### src/rtl/lsu_pkg.sv
package lsu_pkg;
  typedef enum logic {
    ACC_LOAD  = 1'b0,
    ACC_STORE = 1'b1
  } acc_kind_e;
endpackage

### src/rtl/lsu_base_regs.sv
module lsu_base_regs #(
  parameter int NT = 4,
  parameter int NP = 4,
  parameter int AW = 32,
  localparam int TW = $clog2(NT),
  localparam int PW = $clog2(NP)
) (
  input  logic          clk,
  input  logic          rst_n,
  input  logic          we,
  input  logic [TW-1:0] wthread,
  input  logic [PW-1:0] wptr,
  input  logic [AW-1:0] wdata,
  input  logic          inval,
  input  logic [TW-1:0] inval_thread,
  input  logic [TW-1:0] rthread,
  input  logic [PW-1:0] rptr,
  output logic [AW-1:0] rdata
);
  logic [AW-1:0] base_q [NT][NP];

  always_ff @(posedge clk) begin
    for (int t = 0; t < NT; t++) begin
      for (int p = 0; p < NP; p++) begin
        if (!rst_n) begin
          base_q[t][p] <= '0;
        end else if (inval && inval_thread == TW'(t)) begin
          base_q[t][p] <= '0;
        end else if (we && wthread == TW'(t) && wptr == PW'(p)) begin
          base_q[t][p] <= wdata;
        end
      end
    end
  end

  assign rdata = base_q[rthread][rptr];


  inval_clear_chk: assert property (@(posedge clk) disable iff (!rst_n)
    inval |=> base_q[$past(inval_thread)][0] == '0);
endmodule

### src/rtl/lsu_txn_ring.sv
module lsu_txn_ring
  import lsu_pkg::*;
#(
  parameter int NB = 4,
  parameter int NT = 4,
  parameter int AW = 32,
  parameter int DW = 32,
  parameter int RW = 4,
  localparam int TW = $clog2(NT),
  localparam int IW = $clog2(NB),
  localparam int CW = IW + 1
) (
  input  logic          clk,
  input  logic          rst_n,
  input  logic          alloc,
  input  acc_kind_e     alloc_kind,
  input  logic [TW-1:0] alloc_thread,
  input  logic [RW-1:0] alloc_reg,
  input  logic [AW-1:0] alloc_addr,
  input  logic [DW-1:0] alloc_wdata,
  output logic          full,
  output logic          req_valid,
  input  logic          req_ready,
  output logic [AW-1:0] req_addr,
  output logic          req_we,
  output logic [DW-1:0] req_wdata,
  input  logic          rsp_valid,
  input  logic [DW-1:0] rsp_rdata,
  input  logic [NT-1:0] slot_free,
  output logic          wb_valid,
  output logic [TW-1:0] wb_thread,
  output logic [RW-1:0] wb_reg,
  output logic [DW-1:0] wb_data
);
  acc_kind_e     kind_q [NB];
  logic [TW-1:0] thr_q  [NB];
  logic [RW-1:0] reg_q  [NB];
  logic [AW-1:0] addr_q [NB];
  logic [DW-1:0] data_q [NB];
  logic [NB-1:0] done_q;

  logic [CW-1:0] head_q, iss_q, rsp_q, tail_q, count;
  logic [IW-1:0] head_i, iss_i, rsp_i, tail_i;
  logic          rsp_pend, head_done, head_st, release_w, take_rsp;

  assign head_i = head_q[IW-1:0];
  assign iss_i  = iss_q[IW-1:0];
  assign rsp_i  = rsp_q[IW-1:0];
  assign tail_i = tail_q[IW-1:0];

  assign count     = tail_q - head_q;
  assign full      = count == CW'(NB);
  assign req_valid = iss_q != tail_q;
  assign rsp_pend  = rsp_q != iss_q;
  assign take_rsp  = rsp_valid && rsp_pend;
  assign head_done = (head_q != tail_q) && done_q[head_i];
  assign head_st   = kind_q[head_i] == ACC_STORE;
  assign wb_valid  = head_done && !head_st && slot_free[thr_q[head_i]];
  assign release_w = head_done && (head_st || slot_free[thr_q[head_i]]);

  assign req_addr  = addr_q[iss_i];
  assign req_we    = kind_q[iss_i] == ACC_STORE;
  assign req_wdata = data_q[iss_i];
  assign wb_thread = thr_q[head_i];
  assign wb_reg    = reg_q[head_i];
  assign wb_data   = data_q[head_i];

  always_ff @(posedge clk) begin
    if (alloc) begin
      kind_q[tail_i] <= alloc_kind;
      thr_q[tail_i]  <= alloc_thread;
      reg_q[tail_i]  <= alloc_reg;
      addr_q[tail_i] <= alloc_addr;
      data_q[tail_i] <= alloc_wdata;
    end
    if (take_rsp && kind_q[rsp_i] == ACC_LOAD) begin
      data_q[rsp_i] <= rsp_rdata;
    end
  end

  always_ff @(posedge clk) begin
    if (!rst_n) begin
      done_q <= '0;
      head_q <= '0;
      iss_q  <= '0;
      rsp_q  <= '0;
      tail_q <= '0;
    end else begin
      if (alloc) begin
        done_q[tail_i] <= 1'b0;
        tail_q <= tail_q + 1'b1;
      end
      if (take_rsp) begin
        done_q[rsp_i] <= 1'b1;
        rsp_q <= rsp_q + 1'b1;
      end
      if (req_valid && req_ready) iss_q <= iss_q + 1'b1;
      if (release_w) head_q <= head_q + 1'b1;
    end
  end


  no_overflow_chk: assert property (@(posedge clk) disable iff (!rst_n)
    count <= CW'(NB));

  full_block_chk: assert property (@(posedge clk) disable iff (!rst_n)
    full |-> !alloc);

  req_hold_chk: assert property (@(posedge clk) disable iff (!rst_n)
    req_valid && !req_ready |=> req_valid && $stable(req_addr) &&
      $stable(req_we) && $stable(req_wdata));

  wb_slot_chk: assert property (@(posedge clk) disable iff (!rst_n)
    wb_valid |-> slot_free[wb_thread]);
endmodule

### src/rtl/ptr_lsu.sv
module ptr_lsu
  import lsu_pkg::*;
#(
  parameter int NT  = 4,
  parameter int NP  = 4,
  parameter int NB  = 4,
  parameter int AW  = 32,
  parameter int DW  = 32,
  parameter int OW  = 12,
  parameter int RW  = 4,
  localparam int TW = $clog2(NT),
  localparam int PW = $clog2(NP)
) (
  input  logic          clk,
  input  logic          rst_n,
  input  logic          op_valid,
  output logic          op_ready,
  input  logic [TW-1:0] op_thread,
  input  logic          op_store,
  input  logic [PW-1:0] op_ptr,
  input  logic [OW-1:0] op_ofs,
  input  logic [DW-1:0] op_wdata,
  input  logic [RW-1:0] op_dest,
  input  logic          base_we,
  input  logic [TW-1:0] base_thread,
  input  logic [PW-1:0] base_ptr,
  input  logic [AW-1:0] base_addr,
  input  logic          inval,
  input  logic [TW-1:0] inval_thread,
  output logic          err_valid,
  output logic [TW-1:0] err_thread,
  output logic          bus_req_valid,
  input  logic          bus_req_ready,
  output logic [AW-1:0] bus_req_addr,
  output logic          bus_req_we,
  output logic [DW-1:0] bus_req_wdata,
  input  logic          bus_rsp_valid,
  input  logic [DW-1:0] bus_rsp_rdata,
  input  logic [NT-1:0] wb_slot_free,
  output logic          wb_valid,
  output logic [TW-1:0] wb_thread,
  output logic [RW-1:0] wb_reg,
  output logic [DW-1:0] wb_data
);
  logic [AW-1:0] base_rd, phys;
  logic          accept, misal, alloc, full;
  acc_kind_e     kind;

  lsu_base_regs #(.NT(NT), .NP(NP), .AW(AW)) u_base (
    .clk, .rst_n,
    .we(base_we), .wthread(base_thread), .wptr(base_ptr), .wdata(base_addr),
    .inval, .inval_thread,
    .rthread(op_thread), .rptr(op_ptr), .rdata(base_rd)
  );

  assign phys     = base_rd | AW'(op_ofs);
  assign misal    = phys[1:0] != 2'b00;
  assign op_ready = !full;
  assign accept   = op_valid && op_ready;
  assign alloc    = accept && !misal;
  assign kind     = op_store ? ACC_STORE : ACC_LOAD;

  lsu_txn_ring #(.NB(NB), .NT(NT), .AW(AW), .DW(DW), .RW(RW)) u_ring (
    .clk, .rst_n,
    .alloc, .alloc_kind(kind), .alloc_thread(op_thread), .alloc_reg(op_dest),
    .alloc_addr(phys), .alloc_wdata(op_wdata),
    .full,
    .req_valid(bus_req_valid), .req_ready(bus_req_ready),
    .req_addr(bus_req_addr), .req_we(bus_req_we), .req_wdata(bus_req_wdata),
    .rsp_valid(bus_rsp_valid), .rsp_rdata(bus_rsp_rdata),
    .slot_free(wb_slot_free),
    .wb_valid, .wb_thread, .wb_reg, .wb_data
  );

  always_ff @(posedge clk) begin
    if (!rst_n) begin
      err_valid  <= 1'b0;
      err_thread <= '0;
    end else begin
      err_valid  <= accept && misal;
      err_thread <= op_thread;
    end
  end


  aligned_req_chk: assert property (@(posedge clk) disable iff (!rst_n)
    bus_req_valid |-> bus_req_addr[1:0] == 2'b00);

  err_pulse_chk: assert property (@(posedge clk) disable iff (!rst_n)
    err_valid |-> $past(op_valid && op_ready));
endmodule

### config.mk
export PLATFORM = sky130hd
export DESIGN_NAME = ptr_lsu
export DESIGN_NICKNAME = d
export VERILOG_FILES = /design/src/rtl/lsu_pkg.sv /design/src/rtl/lsu_base_regs.sv /design/src/rtl/lsu_txn_ring.sv /design/src/rtl/ptr_lsu.sv
export SDC_FILE = /design/constraint.sdc
export NUM_CORES = 1
export LEC_CHECK = 0
export ABC_AREA = 1
export BUFFER_PORTS_ARGS = -buffer_cell sky130_fd_sc_hd__buf_4
export CORE_ASPECT_RATIO = 1.4
export CORE_MARGIN = 2
export CORE_UTILIZATION = 55
export DETAILED_ROUTE_END_ITERATION = 12
export PLACE_DENSITY = 0.76
export SKIP_CTS_REPAIR_TIMING = 1
export SLEW_MARGIN = 40
export SYNTH_ARGS = -nofsm -noshare
export SYNTH_HDL_FRONTEND = slang
export SYNTH_SLANG_ARGS = --single-unit
export TNS_END_PERCENT = 1
### constraint.sdc
create_clock -name clk -period 3.7 [get_ports clk]
set_input_delay 0.74 -clock clk [delete_from_list [all_inputs] [get_ports clk]]
set_output_delay 0.74 -clock clk [all_outputs]
set_load 0.01 [all_outputs]
==> results of run 1 <==
-- through the flow --
step / power (mW) / instance area [um2] / hold slack, ps
6_report: 22.28 / 41600 / 326.9
5_1_grt: 22.95 / 41590 / 320.8
4_1_cts: 22.28 / 41560 / 302.7
3_5_place_dp: 14.42 / 39040 / 469.0
3_3_place_gp: 14.34 / 39040 / 464.9
2_1_floorplan: 12.95 / 36360 / 436.3
-- per-layer routing --
layer | vias to the layer above | share of wire | global-route usage | wire length [um]
li1 | 12399 | - | - | -
met1 | 13304 | 0.34 | 0.3473 | 35200
met2 | 1690 | 0.51 | 0.5246 | 52480
met3 | 364 | 0.097 | 0.04382 | 9989
met4 | 0 | 0.051 | 0.1637 | 5253
met5 | - | 0 | 0 | 0
-- worst paths after layout --
path                                       start  slack [ps]  cells past startpoint             endpoint
worst max-delay path                    register         380                      4     bus_req_addr[27]
worst min-delay path                  op_dest[0]         330                      1   u_ring.reg_q[1][0]
worst max register to register  u_ring.tail_q[0]         970                     11  u_ring.data_q[0][8]
worst min register to register   u_ring.rsp_q[2]         480                      2      u_ring.rsp_q[2]
-- flip-flops by register name, summed over array words and instances (netlist names), 4 cells and up, named ones only --
| name | count |
|---|---|
| u_ring.thr_q | 8 |
| u_ring.kind_q | 4 |
| u_ring.addr_q | 128 |
| u_ring.data_q | 128 |
| u_base.base_q | 512 |
| u_ring.reg_q | 16 |
| u_ring.done_q | 4 |
-- Yosys cell counts --
library cell | count | area, um2
nand3_2 | 5 | 50.05
or2_2 | 2 | 12.51
o221ai_1 | 86 | 753.2
xor2_1 | 3 | 26.28
clkinv_1 | 3 | 11.26
nor2_1 | 986 | 3701
buf_2 | 33 | 165.2
inv_1 | 120 | 450.4
buf_1 | 13 | 48.80
nand3b_1 | 12 | 90.09
dfxtp_1 | 25 | 500.5
nor3_1 | 2 | 10.01
xnor2_1 | 6 | 52.55
nor2_8 | 1 | 20.02
clkbuf_1 | 231 | 867.1
edfxtp_1 | 796 | 23900
o21ai_1 | 8 | 40.04
a21oi_2 | 1 | 8.760
nor2_4 | 1 | 11.26
o211ai_1 | 35 | 262.8
ha_1 | 12 | 150.1
o22ai_1 | 135 | 844.6
buf_6 | 1 | 11.26
o21ai_0 | 581 | 2908
buf_4 | 2 | 15.01
inv_2 | 1 | 3.750
nand2_1 | 261 | 979.7
nor4_1 | 1 | 6.260
a21oi_1 | 20 | 100.1
nand3_4 | 2 | 35.03
nand2_2 | 1 | 6.260
nand4_1 | 1 | 6.260
nand3_1 | 62 | 310.3
-- layout make-up --
class	count	area share
sequential	821	0.5869
multi-input combinational	2224	0.2517
timing repair buffer	320	0.06404
clock buffer	88	0.04834
tap	847	0.02548
clock inverter	50	0.01212
inverter	124	0.01140
antenna	2	0.0001203
-- power by group through the flow --
stage | Sequential (mW) | Combinational, mW | Clock [mW]
2_1_floorplan | 11.2 | 1.76 | 0
3_3_place_gp | 11.3 | 3.08 | 0
3_5_place_dp | 11.3 | 3.14 | 0
4_1_cts | 11.1 | 3.16 | 8.04
5_1_grt | 11.1 | 3.44 | 8.38
6_report | 11.1 | 3.19 | 8.01
-- kinds of logic (layout without fill, tap and decap cells) --
group | after synthesis | count (layout) | synth area share
xor+xnor | 9 | 9 | 0.002168
simple gates | 1337 | 1337 | 0.1441
compound gates | 866 | 866 | 0.1352
flops | 821 | 821 | 0.6711
other cells | 0 | 2 | 0
fa+ha+maj | 12 | 12 | 0.004129
buf+inv | 404 | 582 | 0.04325
==> flow_metrics.env, run 1 <==
export IMPL_n_fill_cell=4950
export IMPL_p_int_mw=16.57
export IMPL_p_comb_frac=0.143
export IMPL_nets=3712
export IMPL_drive_gt1_frac=0.1326
export IMPL_finalMaxSlewViolations=0
export IMPL_finClkSkew_ps=21.79
export IMPL_setup_ws_ps=381.4
export IMPL_die_area_mm2=0.06821
export IMPL_seq_area_mm2=0.02441
export IMPL_overflow=0
export IMPL_core_mm2=0.06541
export IMPL_cpMaxStageDelayCell="buf_4"
export IMPL_die_y_um=308.2
export IMPL_setup_violations_final=0
export IMPL_seqPwrFrac=0.497
export IMPL_crit_chain="buf_4 -> o21ai_0 -> o22ai_1 -> buf_4"
export IMPL_yosysWarningCount=0
export IMPL_ys_seq_elements=821
export IMPL_area_delta_synth_final_pct=14.40
export IMPL_gp_congestion=0.8528
export IMPL_syn_area_mm2=0.03636
export IMPL_die_width_um=221.3
export IMPL_avgSynthCellArea_um2=10.54
export IMPL_grt_max_degree=213
export IMPL_critPathArrivalTime_ps=2580
export IMPL_hp_class="in2reg"
export IMPL_dr_pass1_iters=6
export IMPL_maxSlewHeadroom=0.4342
export IMPL_maxCapViolations=0
export IMPL_max_slew_worst_pin_slew_ps=848.7
export IMPL_netlist_instances=3449
export IMPL_wl_per_cell_um=22.99
export IMPL_place_hpwl_um=59830
export IMPL_status="completed"
export IMPL_swShare=0.2564
export IMPL_drtAntennaViolNets=0
export IMPL_crit_buf_inv=2
export IMPL_first_iter_violations=3493
export IMPL_timing_setup_tns_ps=0
export IMPL_multi_input_area_mm2=0.01047
export IMPL_end_kind="primary output"
export IMPL_critPathKind="reg2out"
export IMPL_crit_family="buffers and inverters"
export IMPL_switchingPower_mw=5.714
export IMPL_syn_nets=3595
export IMPL_grt_antenna_before_repair=0
export IMPL_initial_core_util=0.5559
export IMPL_cp_required_ps=2960
export IMPL_drc=0
export IMPL_ios=243
export IMPL_worst_path_most_repeated_cell="buf_4"
export IMPL_drt_vias_per_instance=6.201
export IMPL_path_max_fanout=64
export IMPL_root_buffer="clkbuf_16"
export IMPL_layout_commonest_cell="nor2_1"
export IMPL_fin_crit_sh=0.8969
export IMPL_numPortBuffers=242
export IMPL_clkTransAtPathRegs_ps=60
export IMPL_cp_slowest_stage_delay_ps=620
export IMPL_synth_distinct_cells=33
export IMPL_clock_path_buffers=3
export IMPL_hold_viol=0
export IMPL_final_cell_mix="nor2_1, edfxtp_1, o21ai_0"
export IMPL_peakVddDrop_v=0.0003301
export IMPL_fmax_ghz=0.3013
export IMPL_cts_tree="built"
export IMPL_clkSinkCount=821
export IMPL_wl_um=102900
export IMPL_cts_htree_levels=3
export IMPL_grt_first_pass_wirelength_um=154000
export IMPL_clock_power_share=0.359
export IMPL_final_util=0.6359
export IMPL_worstSkewPairLatency_ps=620
export IMPL_rows=111
export IMPL_track_usage=0.2964
export IMPL_worst_setup_path_start_kind="register"
export IMPL_rsz0062_at_grt="false"
export IMPL_cellPowerDensity_mw_per_mm2=535.6
export IMPL_grt_pass1_vias=26985
export IMPL_numCtsBuffers=75
export IMPL_leakagePower_nw=15.60
export IMPL_min_period_ps=3319
export IMPL_place_ws_ps=549.9
export IMPL_stdcell_count=4476
export IMPL_place_inst=4335
export IMPL_vias=27757
export IMPL_ys_seq_area_frac=0.6711
No activity file was read; power rests on OpenSTA's default activity.
==> run 2: changes to the inputs <==
Settings changed: ABC_AREA 1 to unset.
==> flow_metrics.env, run 2 <==
export IMPL_reg_largest_list="u_base.base_q: 512 flops, u_ring.addr_q: 128 flops, u_ring.data_q: 128 flops"
export IMPL_yosys_cell_count_top_type="edfxtp_1"
export IMPL_root_buffer="clkbuf_16"
export IMPL_synth_top_area_frac=0.6486
export IMPL_place_hpwl_um=52290
export IMPL_drtAntennaViolNets=0
export IMPL_die_width_um=222.8
export IMPL_die_area_mm2=0.06912
export IMPL_synth_common_cells="edfxtp_1, and2_1, mux4_2"
export IMPL_cp_required_ps=2960
export IMPL_synth_simple_area_share=0.09904
export IMPL_synth_xor_area_frac=0.003090
export IMPL_synth_mux_area_frac=0.2036
export IMPL_largest_reg_flops=512
export IMPL_peakVddDrop_v=0.0002915
export IMPL_final_cell_mix="edfxtp_1, and2_1, buf_4"
export IMPL_grt_max_degree=81
export IMPL_ys_seq_area_frac=0.6622
export IMPL_drive_gt1_frac=0.3662
export IMPL_core_mm2=0.06642
export IMPL_rows=112
export IMPL_met2_length_um=47990
export IMPL_drc=0
export IMPL_synth_compound_area_share=0.007300
export IMPL_grt_antenna_before_repair=4
export IMPL_vias=19818
export IMPL_wl_per_cell_um=28.14
export IMPL_cts_tree="built"
export IMPL_first_iter_violations=2133
export IMPL_die_y_um=310.3
export IMPL_synth_distinct_cells=45
export IMPL_synth_edf_count=796
export IMPL_wl_met1_um=32220
export IMPL_avgSynthCellArea_um2=17.94
export IMPL_wl_um=90150
export IMPL_synth_top_area_cell="edfxtp_1"
export IMPL_fin_crit_sh=0.9147
export IMPL_overflow=0
export IMPL_stdcell_count=3203
export IMPL_ios=243
export IMPL_critPathKind="reg2out"
export IMPL_clkSinkCount=821
export IMPL_synth_top_cells_by_area="edfxtp_1, mux4_2, and2_1"
export IMPL_finClkSkew_ps=29.56
export IMPL_wl_met3_um=7318
export IMPL_end_kind="primary output"
export IMPL_yosysWarningCount=0
export IMPL_critPathArrivalTime_ps=2640
export IMPL_setup_violations_final=0
export IMPL_synthArstFlopShare=0
export IMPL_place_inst=3065
export IMPL_clock_path_buffers=3
export IMPL_ys_flop_type="edfxtp_1"
export IMPL_area_delta_synth_final_pct=14.99
export IMPL_highest_layer="met5"
export IMPL_netlist_instances=2054
export IMPL_gp_congestion=0.7978
export IMPL_worstSkewPairLatency_ps=630
export IMPL_syn_area_mm2=0.03685
export IMPL_clkTransAtPathRegs_ps=70
export IMPL_nets=2430
export IMPL_hold_viol=0
export IMPL_drt_vias_per_instance=6.187
export IMPL_numCtsBuffers=72
export IMPL_initial_core_util=0.5548
export IMPL_fmax_ghz=0.2955
export IMPL_synth_top_family_by_area="multiplexers"
export IMPL_syn_nets=2200
export IMPL_dr_pass1_iters=5
export IMPL_rsz0062_at_grt="false"
export IMPL_layout_commonest_cell="edfxtp_1"
export IMPL_grt_first_pass_wirelength_um=132900
export IMPL_ys_seq_elements=821
export IMPL_status="completed"
export IMPL_worst_setup_path_start_kind="register"
export IMPL_maxCapViolations=0
export IMPL_numPortBuffers=242
export IMPL_min_period_ps=3384
export IMPL_synthAdderAreaFrac=0.004074
export IMPL_cts_htree_levels=3
export IMPL_maxSlewHeadroom=0.4995
export IMPL_regMostFlops="u_base.base_q"
export IMPL_grt_pass1_vias=21109
export IMPL_max_slew_worst_pin_slew_ps=750.7
export IMPL_path_max_fanout=19
export IMPL_cellPowerDensity_mw_per_mm2=472.9
export IMPL_finalMaxSlewViolations=0
export IMPL_track_usage=0.2650
export IMPL_hp_class="in2reg"
export IMPL_final_util=0.6380
export IMPL_leakagePower_nw=14.70
[run 2: cell types whose count changed in the layout (fill, tap and decap cells not counted), sizes merged, moves of 14 or more]
cell | previous run | this run
o21ai | 589 | 19
and2 | 0 | 517
o22ai | 135 | 1
a21oi | 21 | 7
o211ai | 35 | 1
nor2 | 988 | 29
mux2 | 0 | 128
nand2 | 262 | 20
o221ai | 86 | 0
nand3 | 69 | 4
mux4 | 0 | 265
inv | 123 | 11
[run 2: kinds of logic after synthesis]
family,count (synthesis)
flip-flops,821
adder cells (fa/ha/maj),12
XOR/XNOR,13
buffers and inverters,166
AO/OA/AOI/OAI,42
AND/OR/NAND/NOR,600
multiplexers,400
[run 2: worst max-delay path, cell delays in order, from the launching register on]
cell and delay, ps:
dfxtp_2 370, buf_4 400, buf_4 470, mux4_2 590, buf_4 160
[run 2: area by class of cell]
cell class                      instances  area (um2)
Fill cell                            4489       24050
Clock inverter                         44       380.4
Sequential cell                       821       24410
Antenna cell                            5       12.51
Timing Repair Buffer                  312        2561
Inverter                               10       37.54
Tap cell                              855        1070
Clock buffer                           89        1992
Multi-Input combinational cell       1067       11910
[run 2: stage by stage]
| stage | hold WS [ps] | setup TNS (ps) | power (mW) | worst slack, ps | cell area, um2 |
|---|---|---|---|---|---|
| 6_report | 336.3 | 0 | 20.04 | 315.7 | 42380 |
| 5_1_grt | 311.5 | 0 | 20.60 | 184.9 | 42370 |
| 4_1_cts | 300.7 | 0 | 20.15 | 245.1 | 42360 |
| 3_5_place_dp | 493.9 | 0 | 12.67 | 456.1 | 39990 |
| 3_3_place_gp | 483.6 | 0 | 12.59 | 478.7 | 39990 |
| 2_1_floorplan | 443.9 | -201010 | 11.94 | -550.1 | 36860 |
[run 2: worst paths after layout]
path | start | slack (ps) | cells after the start | end
worst max-delay path | register | 320 | 4 | wb_reg[2]
worst max register to register | u_ring.tail_q[0] | 990 | 9 | u_ring.addr_q[1][23]
worst min-delay path | op_store | 340 | 1 | u_ring.kind_q[0]
worst min register to register | u_ring.done_q[3] | 500 | 2 | u_ring.done_q[3]
[run 2: layer usage]
| metal | GRT usage | vias to the layer above |
|---|---|---|
| li1 | - | 8387 |
| met1 | 0.3250 | 10256 |
| met2 | 0.4743 | 1003 |
| met3 | 0.04769 | 170 |
| met4 | 0.09443 | 2 |
| met5 | 0 | - |
[run 2: report_power, final]
group,internal (mW),switching (mW)
Combinational,0.766,0.873
Sequential,10.7,0.134
Clock,4.27,3.31
Total,15.7,4.32
==> run 3: changes to the inputs <==
Settings changed: SYNTH_HIERARCHICAL set to 1.
==> flow_metrics.env, run 3 <==
export IMPL_status="completed"
export IMPL_crit_chain="mux4_2 -> mux2i_1 -> mux2i_1 -> and3_1 -> buf_4"
export IMPL_ios=243
export IMPL_synth_top_cells_by_area="edfxtp_1, mux4_2, nor2_1"
export IMPL_yosys_cell_count_top_type="edfxtp_1"
export IMPL_synthArstFlopShare=0
export IMPL_track_usage=0.2648
export IMPL_seq_area_mm2=0.02441
export IMPL_regMostFlops="u_base/base_q"
export IMPL_synth_top_area_frac=0.6526
export IMPL_path_max_fanout=4
export IMPL_ys_flop_type="edfxtp_1"
export IMPL_max_slew_worst_pin_slew_ps=896.7
export IMPL_overflow=0
export IMPL_hp_class="in2reg"
export IMPL_place_hpwl_um=56540
export IMPL_wl_um=90110
export IMPL_critPathArrivalTime_ps=2670
export IMPL_largest_reg_flops=512
export IMPL_drt_vias_per_instance=6.225
export IMPL_critPathKind="reg2out"
export IMPL_final_area_mm2=0.04196
export IMPL_finClkSkew_ps=28.34
export IMPL_placed_area_mm2=0.03957
export IMPL_root_buffer="clkbuf_16"
export IMPL_cp_slowest_stage_delay_ps=630
export IMPL_drc=0
export IMPL_rsz0062_at_grt="false"
export IMPL_maxSlewHeadroom=0.4000
export IMPL_hold_viol=0
export IMPL_numCtsBuffers=76
export IMPL_min_period_ps=3408
export IMPL_yosysWarningCount=6
export IMPL_cp_required_ps=2960
export IMPL_die_width_um=222.1
export IMPL_die_y_um=309.3
export IMPL_final_cell_mix="edfxtp_1, nor2_1, buf_4"
export IMPL_clkTransAtPathRegs_ps=60
export IMPL_vias=20960
export IMPL_place_inst=3231
export IMPL_synth_top_area_cell="edfxtp_1"
export IMPL_area_delta_synth_final_pct=14.57
export IMPL_syn_nets=2377
export IMPL_maxCapViolations=0
export IMPL_n_fill_cell=4451
export IMPL_reg2reg_slack_ps=640
export IMPL_rows=111
export IMPL_drtAntennaViolNets=0
export IMPL_setup_ws_ps=292.0
export IMPL_initial_core_util=0.5575
export IMPL_synth_distinct_cells=42
export IMPL_ys_seq_area_frac=0.6663
export IMPL_cellPowerDensity_mw_per_mm2=485.8
export IMPL_peakVddDrop_v=0.0003968
export IMPL_leakagePower_nw=14.43
export IMPL_fmax_ghz=0.2934
export IMPL_avgSynthCellArea_um2=16.42
export IMPL_cpMaxStageDelayCell="mux4_2"
export IMPL_finalMaxSlewViolations=0
export IMPL_stdcell_count=3367
export IMPL_netlist_instances=2231
export IMPL_setup_violations_final=0
export IMPL_wl_per_cell_um=26.76
export IMPL_multi_input_area_mm2=0.01147
export IMPL_cts_htree_levels=3
export IMPL_core_mm2=0.06569
export IMPL_worst_setup_path_start_kind="register"
export IMPL_cts_tree="built"
export IMPL_drive_gt1_frac=0.3274
export IMPL_layout_commonest_cell="edfxtp_1"
export IMPL_grt_pass1_vias=22222
export IMPL_ys_seq_elements=821
export IMPL_gp_congestion=0.7639
export IMPL_end_kind="primary output"
export IMPL_grt_first_pass_wirelength_um=133600
export IMPL_first_iter_violations=2288
export IMPL_die_area_mm2=0.06870
export IMPL_synth_common_cells="edfxtp_1, nor2_1, mux4_2"
export IMPL_place_ws_ps=16.74
export IMPL_nets=2608
export IMPL_clock_path_buffers=3
export IMPL_n_antenna_cell=0
export IMPL_clkSinkCount=821
export IMPL_numPortBuffers=242
export IMPL_worstSkewPairLatency_ps=630
export IMPL_reg_largest_list="u_base/base_q: 512 flops, u_ring/addr_q: 128 flops, u_ring/data_q: 128 flops"
export IMPL_syn_area_mm2=0.03663
export IMPL_grt_antenna_before_repair=2
export IMPL_fin_crit_sh=0.9211
export IMPL_synth_edf_count=796
export IMPL_grt_max_degree=129
export IMPL_dr_pass1_iters=6
export IMPL_worst_path_most_repeated_cell="mux2i_1"
==> run 3: cell type report <==
class                   count  share of cell area
clock buffers              93             0.04786
well taps                 847             0.02526
repair buffers            306             0.06130
inverters                  13            0.001521
clock inverters            43            0.008915
flip-flops and latches    821              0.5818
multi-input cells        1244              0.2734
==> run 3: worst paths after layout <==
kind / to / start / depth (start not counted)
setup / recovery: wb_valid / register / 5
hold / removal: u_ring/reg_q[1][3] / op_dest[3] / 1
setup reg to reg: u_ring/addr_q[3][16] / u_base/base_q[1][33] / 8
hold reg to reg: u_ring/done_q[3] / u_ring/done_q[3] / 2
==> run 3: worst max-delay path: cells and delay by family (launching register included) <==
kind / cells / cell delay, ps
AND/OR/NAND/NOR: 1 / 310
flip-flops: 1 / 420
multiplexers: 3 / 1160
buffers and inverters: 1 / 150
==> run 3: cell families (layout without fill, tap and decap cells) <==
family | Yosys count | in the layout | synth area share
and+or+nand+nor | 750 | 750 | 0.08277
buffers and inverters | 166 | 455 | 0.02716
xor gates and xnor gates | 14 | 14 | 0.003348
AOI/OAI and AO/OA | 98 | 98 | 0.01903
muxes | 370 | 370 | 0.1973
DFF | 821 | 821 | 0.6663
adders and majority gates | 12 | 12 | 0.004099
==> run 3: power by group <==
| group | leakage [nW] | total, mW | internal [mW] | switching (mW) |
|---|---|---|---|---|
| combinational | 5.43 | 1.90 | 0.851 | 1.05 |
| clock | 1.17 | 7.63 | 4.24 | 3.39 |
| sequential | 7.84 | 10.9 | 10.7 | 0.143 |
| total | 14.4 | 20.4 | 15.8 | 4.58 |
==> run 3: per-stage QoR <==
stage	TNS [ps]	power (mW)	util	hold WS [ps]
finish	0	20.39	0.6388	332.4
detailed placement	0	12.96	0.6024	477.6
floorplan	-46620	12.14	-	440.3
CTS	0	20.52	0.6387	294.1
global placement	0	12.86	0.6019	465.4
global route	0	20.97	0.6388	308.1
==> run 3: per-layer routing <==
metal,wire [um],global-route usage
met1,31300,0.3048
met2,48270,0.4836
met3,6852,0.04517
met4,3674,0.1234
met5,22,0
